==> config.mk <==
export PLATFORM = sky130hd
export DESIGN_NAME = sdm_bank
export DESIGN_NICKNAME = d
export VERILOG_FILES = /design/src/rtl/sdm_pkg.sv /design/src/rtl/sdm_cfg_regs.sv /design/src/rtl/sdm_divider.sv /design/src/rtl/sdm_accum.sv /design/src/rtl/sdm_channel.sv /design/src/rtl/sdm_bank.sv
export SDC_FILE = /design/constraint.sdc
export NUM_CORES = 1
export LEC_CHECK = 0
export BUFFER_PORTS_ARGS = -buffer_cell sky130_fd_sc_hd__buf_2
export CORE_UTILIZATION = 30
export CTS_CLUSTER_DIAMETER = 150
export DETAILED_ROUTE_END_ITERATION = 12
export PLACE_DENSITY_LB_ADDON = 0.2
export RECOVER_POWER = 50
export SYNTH_ARGS = -nofsm -noshare
export SYNTH_HDL_FRONTEND = slang
export SYNTH_SLANG_ARGS = --single-unit
export TNS_END_PERCENT = 10
==> constraint.sdc <==
create_clock -name clk -period 1.9 [get_ports clk]
set_input_delay 0.095 -clock clk [delete_from_list [all_inputs] [get_ports clk]]
set_output_delay 0.095 -clock clk [all_outputs]
set_load 0.01 [all_outputs]
==> src/rtl/sdm_pkg.sv <==
package sdm_pkg;

   // address of the bank-wide enable register
   localparam int unsigned GATE_ADDR = 0;

   // per-channel register addresses
   function automatic int unsigned dens_addr(input int unsigned ch);
      return 2 * ch + 1;
   endfunction

   function automatic int unsigned pre_addr(input int unsigned ch);
      return 2 * ch + 2;
   endfunction

   // highest mapped address for a given channel count
   function automatic int unsigned last_addr(input int unsigned nch);
      return 2 * nch;
   endfunction

endpackage

==> src/rtl/sdm_cfg_regs.sv <==
module sdm_cfg_regs #(
   parameter int unsigned NUM_CH = 4,
   parameter int unsigned DENS_W = 8,
   parameter int unsigned PRE_W  = 8,
   parameter int unsigned ADDR_W = 4,
   parameter int unsigned DATA_W = 8
) (
   input  logic                     clk,
   input  logic                     rst_n,
   input  logic                     we,
   input  logic [ADDR_W-1:0]        addr,
   input  logic [DATA_W-1:0]        wdata,
   output logic                     bank_en,
   output logic [NUM_CH*DENS_W-1:0] dens_flat,
   output logic [NUM_CH*PRE_W-1:0]  pre_flat,
   output logic [NUM_CH-1:0]        pre_wr
);
   import sdm_pkg::*;

   logic gate_hit;
   assign gate_hit = we && (addr == ADDR_W'(GATE_ADDR));

   always_ff @(posedge clk or negedge rst_n) begin
      if (!rst_n)        bank_en <= 1'b0;
      else if (gate_hit) bank_en <= wdata[0];
   end

   for (genvar ch = 0; ch < NUM_CH; ch++) begin : g_ch
      logic dens_hit;
      logic [DENS_W-1:0] dens_q;
      logic [PRE_W-1:0]  pre_q;

      assign dens_hit   = we && (addr == ADDR_W'(dens_addr(ch)));
      assign pre_wr[ch] = we && (addr == ADDR_W'(pre_addr(ch)));

      always_ff @(posedge clk or negedge rst_n) begin
         if (!rst_n)        dens_q <= '0;
         else if (dens_hit) dens_q <= wdata[DENS_W-1:0];
      end

      always_ff @(posedge clk or negedge rst_n) begin
         if (!rst_n)          pre_q <= '1;
         else if (pre_wr[ch]) pre_q <= wdata[PRE_W-1:0];
      end

      assign dens_flat[ch*DENS_W +: DENS_W] = dens_q;
      assign pre_flat[ch*PRE_W +: PRE_W]    = pre_q;
   end

endmodule

==> src/rtl/sdm_divider.sv <==
module sdm_divider #(
   parameter int unsigned PRE_W = 8
) (
   input  logic             clk,
   input  logic             rst_n,
   input  logic             run,
   input  logic             restart,
   input  logic [PRE_W-1:0] pre,
   output logic             tick
);
   logic [PRE_W-1:0] cnt_q;
   logic             at_end;

   assign at_end = (cnt_q == pre);
   assign tick   = run && !restart && at_end;

   always_ff @(posedge clk or negedge rst_n) begin
      if (!rst_n)       cnt_q <= '0;
      else if (restart) cnt_q <= '0;
      else if (run)     cnt_q <= at_end ? '0 : cnt_q + 1'b1;
   end

endmodule

==> src/rtl/sdm_accum.sv <==
module sdm_accum #(
   parameter int unsigned DENS_W = 8
) (
   input  logic              clk,
   input  logic              rst_n,
   input  logic              step,
   input  logic [DENS_W-1:0] dens,
   output logic              bit_out
);
   logic [DENS_W-1:0] resid_q;
   logic [DENS_W:0]   sum;

   assign sum = {1'b0, resid_q} + {1'b0, dens};

   always_ff @(posedge clk or negedge rst_n) begin
      if (!rst_n) begin
         resid_q <= '0;
         bit_out <= 1'b0;
      end else if (step) begin
         resid_q <= sum[DENS_W-1:0];
         bit_out <= sum[DENS_W];
      end
   end

endmodule

==> src/rtl/sdm_channel.sv <==
module sdm_channel #(
   parameter int unsigned DENS_W = 8,
   parameter int unsigned PRE_W  = 8
) (
   input  logic              clk,
   input  logic              rst_n,
   input  logic              run,
   input  logic              restart,
   input  logic [PRE_W-1:0]  pre,
   input  logic [DENS_W-1:0] dens,
   output logic              tick,
   output logic              bit_out
);
   sdm_divider #(.PRE_W(PRE_W)) u_div (
      .clk     (clk),
      .rst_n   (rst_n),
      .run     (run),
      .restart (restart),
      .pre     (pre),
      .tick    (tick)
   );

   sdm_accum #(.DENS_W(DENS_W)) u_acc (
      .clk     (clk),
      .rst_n   (rst_n),
      .step    (tick),
      .dens    (dens),
      .bit_out (bit_out)
   );

endmodule

==> src/rtl/sdm_bank.sv <==
module sdm_bank #(
   parameter int unsigned NUM_CH = 4,
   parameter int unsigned DENS_W = 8,
   parameter int unsigned PRE_W  = 8,
   localparam int unsigned DATA_W = (DENS_W > PRE_W) ? DENS_W : PRE_W,
   localparam int unsigned ADDR_W = $clog2(2 * NUM_CH + 1)
) (
   input  logic              clk,
   input  logic              rst_n,
   input  logic              cfg_we,
   input  logic [ADDR_W-1:0] cfg_addr,
   input  logic [DATA_W-1:0] cfg_wdata,
   output logic [NUM_CH-1:0] pdm_out
);
   if (NUM_CH < 1) begin : g_bad_nch
      $error("sdm_bank: NUM_CH must be at least 1");
   end
   if (DENS_W < 2 || DENS_W > 16) begin : g_bad_dens
      $error("sdm_bank: DENS_W must be within 2..16");
   end
   if (PRE_W < 1 || PRE_W > 16) begin : g_bad_pre
      $error("sdm_bank: PRE_W must be within 1..16");
   end

   logic                     bank_en;
   logic [NUM_CH*DENS_W-1:0] dens_flat;
   logic [NUM_CH*PRE_W-1:0]  pre_flat;
   logic [NUM_CH-1:0]        pre_wr;
   logic [NUM_CH-1:0]        step_tick;

   sdm_cfg_regs #(
      .NUM_CH (NUM_CH),
      .DENS_W (DENS_W),
      .PRE_W  (PRE_W),
      .ADDR_W (ADDR_W),
      .DATA_W (DATA_W)
   ) u_cfg (
      .clk       (clk),
      .rst_n     (rst_n),
      .we        (cfg_we),
      .addr      (cfg_addr),
      .wdata     (cfg_wdata),
      .bank_en   (bank_en),
      .dens_flat (dens_flat),
      .pre_flat  (pre_flat),
      .pre_wr    (pre_wr)
   );

   for (genvar ch = 0; ch < NUM_CH; ch++) begin : g_chan
      sdm_channel #(
         .DENS_W (DENS_W),
         .PRE_W  (PRE_W)
      ) u_chan (
         .clk     (clk),
         .rst_n   (rst_n),
         .run     (bank_en),
         .restart (pre_wr[ch]),
         .pre     (pre_flat[ch*PRE_W +: PRE_W]),
         .dens    (dens_flat[ch*DENS_W +: DENS_W]),
         .tick    (step_tick[ch]),
         .bit_out (pdm_out[ch])
      );
   end

endmodule

==> results.ini <==
[final_layout]
utilization_pct=36.92
drive_gt1_share_pct=37.56
fill_cells=2335
fin_nets=713
antenna_cells=0
areaGrowthSynthToFinish_pct=20.34

[yosys]
synth_cells=598
synth_top_area_share_pct=35.00
yosysSeqAreaShare_pct=46.64
ys.flop_type=dfrtp_1
synth_largest_area_cell=dfrtp_1
synth_most_common_cell=dfrtp_1
synth_nets=653
synth_edf_count=0
synth-seq-cells=133
yosys-top-cells-area=dfrtp_1, mux2_2, dfstp_2
async_reset_ff_share_pct=100.0
synth_cell_type_count=62
synth_common_cells=dfrtp_1, mux2_2, a21oi_1, ha_1, xnor2_1
syn_area_per_cell_um2=12.08
synth_area_um2=7222
yosysWarnings=0

[floorplanning]
die_height_um=157.2
die_w_um=157.2
dieArea_um2=24700
rows=56
core-area_um2=23540
start_util_pct=30.68
io_pins=19

[worst_setup_path]
crit_arrival_ns=2.26
cp_slowest_cell=dfrtp_1
end_kind=flip-flop
worst_setup_path_start_kind=flip-flop
cp_max_fo=2
crit_type=reg -> reg
worstPathRequired_ns=2.20
worstPathCellList=ha_4, a211oi_4, nor3_2, o31a_1, or3_1, a31o_2
critPathMaxStageDelay_ns=0.41

[flow_run]
maxCapViolCount=0

[clock_tree]
cts_buffers=17
tritoncts=done
cts.reportedPaths.clkPinSlew_ns=0.06
clk_path_buf_depth=2
cts_root_buf=clkbuf_16
clk_latency_ns=0.41
cts.sinks=133
htree_levels=4

[power_and_ir_drop]
power_per_cell_area_nw_per_um2=1386
p_leak_nw=3.767
irDropWorstVdd_mv=0.6325
total_power_mw=12.04

[timing]
worst_pin_slew_ns=1.458
hold_viol=0
finalCritPeriodShare_pct=103.3
fin_crit_ns=1.962
layout_setup_ws_ns=-0.06209
drv_slew=0
relSlewSlack_pct=2.791
rsz0062_at_grt=yes
max_freq_mhz=509.7
finClkSkew_ns=0.009121
setup_viol=4

[place]
gp_congestion=0.8164
io_buffers=18
dp.final_hpwl_mm=10.39

[global_route]
grt_pass1_vias=4953
grt_pass1_wl_mm=25.73
grt_usage_pct=13.74
antenna_found_initial=0
grt-ovfl-total=0
grt_max_degree=56

[route]
wl_mm=15.47
wl_per_cell_um=15.63
drt_iter0_drc=154
route.detailed.drc=0
vias_per_cell=4.815
via_count=4767
first_pass_iters=4
ant_nets=0

[min_path]
hp-class=in -> reg

[status]
status=complete, but fails checks
violations=setup timing

[worst max-delay path: cells and delay by family (launching register included)]
family	cells	cell delay, ns
AO/OA/AOI/OAI	3	0.74
AND/OR/NAND/NOR	2	0.44
flip-flops	1	0.41
adder cells (fa/ha/maj)	1	0.26
[layout make-up]
class	count	area [µm²]	share of cell area [%]
multi-input combinational	442	3847	44.27
sequential	133	3368	38.76
clock inverter	9	172.7	1.987
tap	319	399.1	4.593
clock buffer	23	478.0	5.500
timing repair buffer	59	406.6	4.679
inverter	5	18.77	0.2160
[power breakdown]
part | internal, mW | switching, mW | leakage (nW)
Clock | 2.43 | 1.20 | 0.317
Sequential | 3.70 | 0.637 | 1.64
Combinational | 2.21 | 1.87 | 1.81
[logic make-up (layout without fill, tap and decap cells)]
family / after synthesis / count (layout) / share of synthesized area (%)
mux: 101 / 101 / 15.94
flops: 133 / 133 / 46.64
xor+xnor: 51 / 51 / 6.185
compound gates: 123 / 123 / 11.43
fa+ha+maj: 40 / 40 / 7.346
simple gates: 127 / 127 / 10.27
buf+inv: 23 / 96 / 2.183
[cells in the final DEF, fill, tap and decap left out, types with 14 or more instances in the layout]
master     count
a21oi_1       29
buf_2         14
buf_4         32
clkbuf_16     17
dfrtp_1      101
dfstp_2       32
ha_1          27
mux2_2        87
nand2_1       28
nand2b_1      15
nor2_1        22
xnor2_1       34
xor2_1        17
[final timing paths]
check                                                   from                                end  slack (ns)  cells after the start
max                        g_chan[2].u_chan.u_acc.resid_q[1]  g_chan[2].u_chan.u_acc.resid_q[7]       -0.06                      6
min                                             cfg_wdata[6]             u_cfg.g_ch[2].pre_q[6]        0.13                      2
max reg2reg                g_chan[2].u_chan.u_acc.resid_q[1]  g_chan[2].u_chan.u_acc.resid_q[7]       -0.06                      6
min reg2reg                   g_chan[0].u_chan.u_acc.bit_out     g_chan[0].u_chan.u_acc.bit_out        0.49                      1
max in group asynchronous                              rst_n             u_cfg.g_ch[0].pre_q[5]        0.28                      3
min in group asynchronous                              rst_n    g_chan[3].u_chan.u_div.cnt_q[4]        0.55                      2
[metrics by stage]
| stage | hold WS, ns | TNS (ns) | std cells | worst slack (ns) | instance area [µm²] |
|---|---|---|---|---|---|
| 2_1_floorplan | -0.2006 | -0.08102 | 598 | -0.03545 | 7228 |
| 3_3_place_gp | 0.1007 | -0.8114 | 952 | -0.1441 | 7873 |
| 3_5_place_dp | 0.1127 | -1.352 | 952 | -0.1690 | 7873 |
| 4_1_cts | 0.1189 | -0.3041 | 989 | -0.09772 | 8611 |
| 5_1_grt | 0.1278 | -1.696 | 990 | -0.1322 | 8691 |
| 6_report | 0.1276 | -0.1531 | 990 | -0.06209 | 8691 |
[state kept, by name (all words and copies together) (netlist names)]
name,flops
g_chan.u_chan.u_div.cnt_q,32
g_chan.u_chan.u_acc.resid_q,32
u_cfg.bank_en,1
u_cfg.g_ch.dens_q,32
u_cfg.g_ch.pre_q,32
g_chan.u_chan.u_acc.bit_out,4
[repair_timing]
item / CTS / global route
pin swaps: 10 / 17
gates resized for setup: 16 / 23
endpoints found under the hold margin: 42 / 0
buffers inserted: 4 / 1
endpoints found under the setup margin: 16 / 19
hold buffers: 1 / 0
[layer usage]
metal | vias up | wire, µm | GRT usage, %
met2 | 35 | 7429 | 22.67
met4 | 0 | 187 | 4.947
met1 | 2407 | 7558 | 17.80
met3 | 14 | 297 | 2.726
met5 | - | 0 | 0
li1 | 2311 | - | -
Note: power is estimated with default switching activity, not from simulation.
